==> src/rtl/bsm_pkg.sv <==
package bsm_pkg;
  localparam int N_DEV   = 6;  // three phases, high and low side
  localparam int N_PHASE = 3;
  localparam int BT_W    = 4;  // width of blank-time field
  localparam int LS_BASE = N_PHASE; // first low-side bit index
endpackage

==> src/rtl/bsm_limit_calc.sv <==
module bsm_limit_calc #(
  parameter int CLK_PER_TICK = 100,
  parameter int BT_W         = 4,
  parameter int CNT_W        = 11
) (
  input  logic [BT_W-1:0]  blank_sel,
  output logic [CNT_W-1:0] limit
);
  logic [BT_W-1:0] n_eff;

  // zero is promoted to a single step
  always_comb begin
    n_eff = (blank_sel == '0) ? BT_W'(1) : blank_sel;
    limit = CNT_W'(n_eff) * CNT_W'(CLK_PER_TICK);
  end
endmodule

==> src/rtl/bsm_blank_timer.sv <==
module bsm_blank_timer #(
  parameter int CNT_W = 11
) (
  input  logic             clk,
  input  logic             rst_n,
  input  logic             on,
  input  logic [CNT_W-1:0] limit,
  output logic             expired
);
  logic [CNT_W-1:0] cnt_q;

  // held at zero while off, so every turn-on starts a fresh window
  always_ff @(posedge clk or negedge rst_n) begin
    if (!rst_n)
      cnt_q <= '0;
    else if (!on)
      cnt_q <= '0;
    else if (cnt_q < limit)
      cnt_q <= cnt_q + 1'b1;
  end

  assign expired = on && (cnt_q >= limit);
endmodule

==> src/rtl/bsm_diag_reg.sv <==
module bsm_diag_reg #(
  parameter int N_DEV = 6
) (
  input  logic             clk,
  input  logic             rst_n,
  input  logic [N_DEV-1:0] fault_now,
  input  logic             latch_en,
  input  logic             diag_clr,
  output logic [N_DEV-1:0] diag_q
);
  always_ff @(posedge clk or negedge rst_n) begin
    if (!rst_n)
      diag_q <= '0;
    else if (diag_clr)
      diag_q <= '0;                 // clear beats same-cycle capture
    else if (latch_en)
      diag_q <= diag_q | fault_now; // sticky
    else
      diag_q <= fault_now;          // live view
  end
endmodule

==> src/rtl/bridge_short_monitor.sv <==
module bridge_short_monitor
  import bsm_pkg::*;
#(
  parameter int CLK_PER_TICK = 100 // clock cycles per 400 ns step
) (
  input  logic             clk,
  input  logic             rst_n,
  input  logic [N_DEV-1:0] gate_cmd,
  input  logic [N_DEV-1:0] vds_hi,
  input  logic [BT_W-1:0]  blank_sel,
  input  logic             latch_en,
  input  logic             run_en,
  input  logic             diag_clr,
  output logic [N_DEV-1:0] gate_out,
  output logic             fault_n,
  output logic [N_DEV-1:0] diag_q
);
  localparam int MAX_LIMIT = ((1 << BT_W) - 1) * CLK_PER_TICK;
  localparam int CNT_W     = $clog2(MAX_LIMIT + 1);

  logic [CNT_W-1:0] limit;
  logic [N_DEV-1:0] expired;
  logic [N_DEV-1:0] fault_now;
  logic             shut;

  bsm_limit_calc #(
    .CLK_PER_TICK(CLK_PER_TICK),
    .BT_W        (BT_W),
    .CNT_W       (CNT_W)
  ) u_limit (
    .blank_sel(blank_sel),
    .limit    (limit)
  );

  // latched shutdown and run gating
  assign shut     = latch_en & (|diag_q);
  assign gate_out = gate_cmd & {N_DEV{run_en & ~shut}};

  for (genvar i = 0; i < N_DEV; i++) begin : g_dev
    bsm_blank_timer #(.CNT_W(CNT_W)) u_timer (
      .clk    (clk),
      .rst_n  (rst_n),
      .on     (gate_out[i]),
      .limit  (limit),
      .expired(expired[i])
    );
  end

  assign fault_now = expired & vds_hi;

  bsm_diag_reg #(.N_DEV(N_DEV)) u_diag (
    .clk      (clk),
    .rst_n    (rst_n),
    .fault_now(fault_now),
    .latch_en (latch_en),
    .diag_clr (diag_clr),
    .diag_q   (diag_q)
  );

  assign fault_n = ~(|diag_q);
endmodule

==> config.mk <==
export PLATFORM = sky130hd
export DESIGN_NAME = bridge_short_monitor
export DESIGN_NICKNAME = d
export VERILOG_FILES = /design/src/rtl/bsm_pkg.sv /design/src/rtl/bsm_limit_calc.sv /design/src/rtl/bsm_blank_timer.sv /design/src/rtl/bsm_diag_reg.sv /design/src/rtl/bridge_short_monitor.sv
export SDC_FILE = /design/constraint.sdc
export NUM_CORES = 1
export LEC_CHECK = 0
export ABC_AREA = 1
export BUFFER_PORTS_ARGS = -buffer_cell sky130_fd_sc_hd__clkbuf_2
export CORE_AREA = 2 2 106 108
export DETAILED_ROUTE_END_ITERATION = 8
export DIE_AREA = 0 0 108 110
export PLACE_DENSITY = 0.78
export SLEW_MARGIN = 30
export SYNTH_ARGS = -nofsm -noshare
export SYNTH_HDL_FRONTEND = slang
export SYNTH_SLANG_ARGS = --single-unit
==> constraint.sdc <==
create_clock -name clk -period 4.6 [get_ports clk]
set_input_delay 0.23 -clock clk [delete_from_list [all_inputs] [get_ports clk]]
set_output_delay 0.23 -clock clk [all_outputs]
set_load 0.1 [all_outputs]
==> impl_results.md <==
- Clk pin slew, worst setup/hold paths: 80 ps
- DRT Pass-1 Iters: 6
- Die height: 110 um
- Final Hold Fails: 0
- Syn nets: 950
- Sw power: 0.447 mW
- Starting DRC count in detailed routing: 269
- Vias per Instance: 5.21
- Postcts setup bufs: 0
- Fmax achieved: 295 MHz
- Unrepaired setup endpoints after global routing: no
- Most frequent cells after synthesis: nand2_1 (247), inv_1 (92), nor2_1 (86)
- Async SR Flop Fraction: 100%
- ANT cells: 0
- Root buffer cell: clkbuf_8
- Critical Path End Type: flip-flop
- GRT Total Usage: 26.4%
- Final instance count without filler cells: 1040
- Final Net Count: 980
- Vias: 5423
- Yosys warnings: 0
- CTS tree: yes
- Min-delay src: vds_hi[3]
- R2R Path End: g_dev[3].u_timer.cnt_q[8]
- DRC errors left: 0
- Synthesized area: 6360 um2
- Worst slew pin tran: 680 ps
- Layout cells sized above 1: 15.0%
- Crit-path cells: clkbuf_2 -> inv_1 -> ha_1 -> inv_1 -> nor3_1 -> or2_2 -> nor2_1 -> nor2_1 -> ha_1 -> inv_1 -> fa_1 -> xor2_1 -> buf_4 -> ha_1 -> a21oi_1 -> o21ai_0 -> o21bai_1 -> nand2_1 -> nand2_2 -> nand2_4 -> inv_2 -> nand2_1 -> nand2_1
- Startpoint types: input pin
- Sink Count: 72
- Latest clock arrival within the worst-skew pair: 380 ps
- Largest net degree at the start of global routing: 73
- First-pass GRT wire length: 24600 um
- Cell Area, Placed: 6560 um2
- Core area: 10700 um2
- Critical Path Fanout Max: 14
- Initial Util: 59.5%
- Port bufs: 33
- Area leader, netlist: dfrtp_1
- GRT overflow: 0
- Post-Syn Instances: 865
- Final instance area: 6840 um2
- WP buf/inv: 6
- Synthesized flop and latch total: 72
- Fin worst setup slack: 1210 ps
- Tcrit/Tclk final: 73.8%
- Row count: 38
- Post-Place Worst Slack: 813 ps
- Clock buffer depth: 2
- Internal power: 1.14 mW
- Hold path endpoint: u_diag.diag_q[3]
- Dpl hpwl: 10500 um
- Arr. time, crit path: 3670 ps
- Final min period: 3390 ps
- Die ar.: 11900 um2
- Multi-input logic area: 3970 um2
- Comb pwr share: 16.3%
- Cell with the most instances after synthesis: nand2_1
- Io pins: 34
- Yosys cell types: 37
- Sequential Power Share: 40.5%
- Final Power: 1.59 mW
- Hold Crit Depth: 5
- CP Class: input pin to flip-flop
- Pwr per Cell Area: 233 nW/um2
- Core Util, Final: 63.9%
- Max Cap Viol: 0
- Rel. slew slack: 54.7%
- Reg area: 1800 um2
- Pleak: 3.66 nW
- Post-route ant nets: 0
- Worst r2r path cells: 13
- Clk pwr share: 43.2%
- H-Tree Depth: 3
- Synth area leaders: dfrtp_1 (28%), nand2_1 (15%), ha_1 (12%)
- Status: finished clean
- DR WL/cell: 13.8 um
- Fillers: 986
- R2r setup slk: 2670 ps
- Hold crit path type: input pin to flip-flop
- Peak VDD IR: 217 uV
- Number of buffers created by CTS: 9
- Final Hold Slack: 147 ps
- Slowest CP cell: fa_1
- GPL Wtd Cong: 0.889
- Top cell type's share of synthesized area: 28.3%
- Sw frac: 28.1%
- Initial antenna violation count: 0
- DRT Wirelength: 14400 um
- Worst r2r src: g_dev[3].u_timer.cnt_q[6]
- Area added between synthesis and finish: 7.47%
- Top delay family on crit path: simple AND/OR/NAND/NOR gates
- Sequential-to-total area share from yosys stat: 28.3%
- Worst path max stage delay: 410 ps
- Worst clock skew: 11.9 ps
- Die width: 108 um
- Vias in the first global route: 5192
- Final Setup Violations: 0
- EDFF count, synth: 0
- Max Slew Vio Count: 0
- WP data required: 4880 ps
- Avg Cell Area, Syn: 7.36 um2
- Placed cells: 1023
- Setup TNS Final: 0 ps
- Main synth FF type: dfrtp_1
per-layer routing:
metal | up-vias | track usage, % | share of wire [%]
met4 | 0 | 6.87 | 1.6
met1 | 2473 | 34.4 | 47
met5 | - | 0 | 0
met3 | 20 | 5.58 | 3.9
met2 | 106 | 44.8 | 47
li1 | 2824 | - | -
worst max path at each step:
stage                  from                         to  depth (start not counted)
2_1_floorplan  blank_sel[2]  g_dev[0].u_timer.cnt_q[8]                         20
3_3_place_gp   blank_sel[3]  g_dev[0].u_timer.cnt_q[5]                         23
3_5_place_dp   blank_sel[3]  g_dev[0].u_timer.cnt_q[5]                         23
4_1_cts        blank_sel[3]  g_dev[0].u_timer.cnt_q[5]                         23
5_1_grt        blank_sel[3]  g_dev[0].u_timer.cnt_q[7]                         23
6_report       blank_sel[3]  g_dev[0].u_timer.cnt_q[5]                         23
logic make-up after synthesis:
logic type / count (synthesis) / share of synthesized area, %
DFF: 72 / 28.3
buffers and inverters: 123 / 9.26
and+or+nand+nor: 499 / 36.5
AOI/OAI and AO/OA: 57 / 6.37
adders and majority gates: 64 / 12.7
xor gates and xnor gates: 50 / 6.88
layout make-up:
cell class | count | share of cell area, %
Sequential cell | 72 | 26.3
Timing Repair Buffer | 36 | 2.87
Clock inverter | 6 | 1.90
Multi-Input combinational cell | 670 | 58.1
Tap cell | 140 | 2.56
Clock buffer | 10 | 2.01
Inverter | 106 | 6.22
worst register-to-register path, delay by kind of cell, from the launching register on:
family	cells	cell delay, ps
simple gates	10	790
flops	1	470
fa+ha+maj	1	340
compound gates	1	120
buf+inv	1	110
power by group through the flow:
| stage | sequential [mW] | clock (mW) | combinational [mW] |
|---|---|---|---|
| 2_1_floorplan | 0.655 | 0 | 0.180 |
| 3_3_place_gp | 0.657 | 0 | 0.253 |
| 3_5_place_dp | 0.657 | 0 | 0.256 |
| 4_1_cts | 0.644 | 0.698 | 0.257 |
| 5_1_grt | 0.645 | 0.729 | 0.293 |
| 6_report | 0.644 | 0.687 | 0.259 |
flip-flops by register name (all words and copies together), names as in the netlist:
register             flops
g_dev.u_timer.cnt_q     66
u_diag.diag_q            6
layout by cell type, fill, tap and decap left out, types with 2 or more instances in the layout:
cell	Yosys	routed
and2_1	3	3
nand3b_1	2	2
nor3b_1	2	2
dfrtp_1	72	72
buf_4	6	2
nand2_2	9	9
nor3_1	19	19
o21ai_0	6	6
nand4_1	19	19
nand2_1	247	247
nand2_4	13	13
clkbuf_8	0	10
clkbuf_2	1	32
clkinv_4	3	3
inv_2	7	7
nand3_2	21	21
a21oi_1	20	20
xor2_1	43	43
nor2_1	86	86
inv_6	2	2
clkinv_2	2	4
xnor2_1	7	7
inv_1	92	92
o21ai_2	20	20
bufinv_16	0	4
o21bai_1	4	4
ha_1	63	63
a21boi_2	5	5
nand3_1	75	75
what timing repair did:
action | CTS | global route
resized for setup | 0 | 0
hold endpoints to repair | 0 | 72
setup endpoints to repair | 0 | 0
hold buffers | 0 | 1
Power figures use the tool's default switching activity.
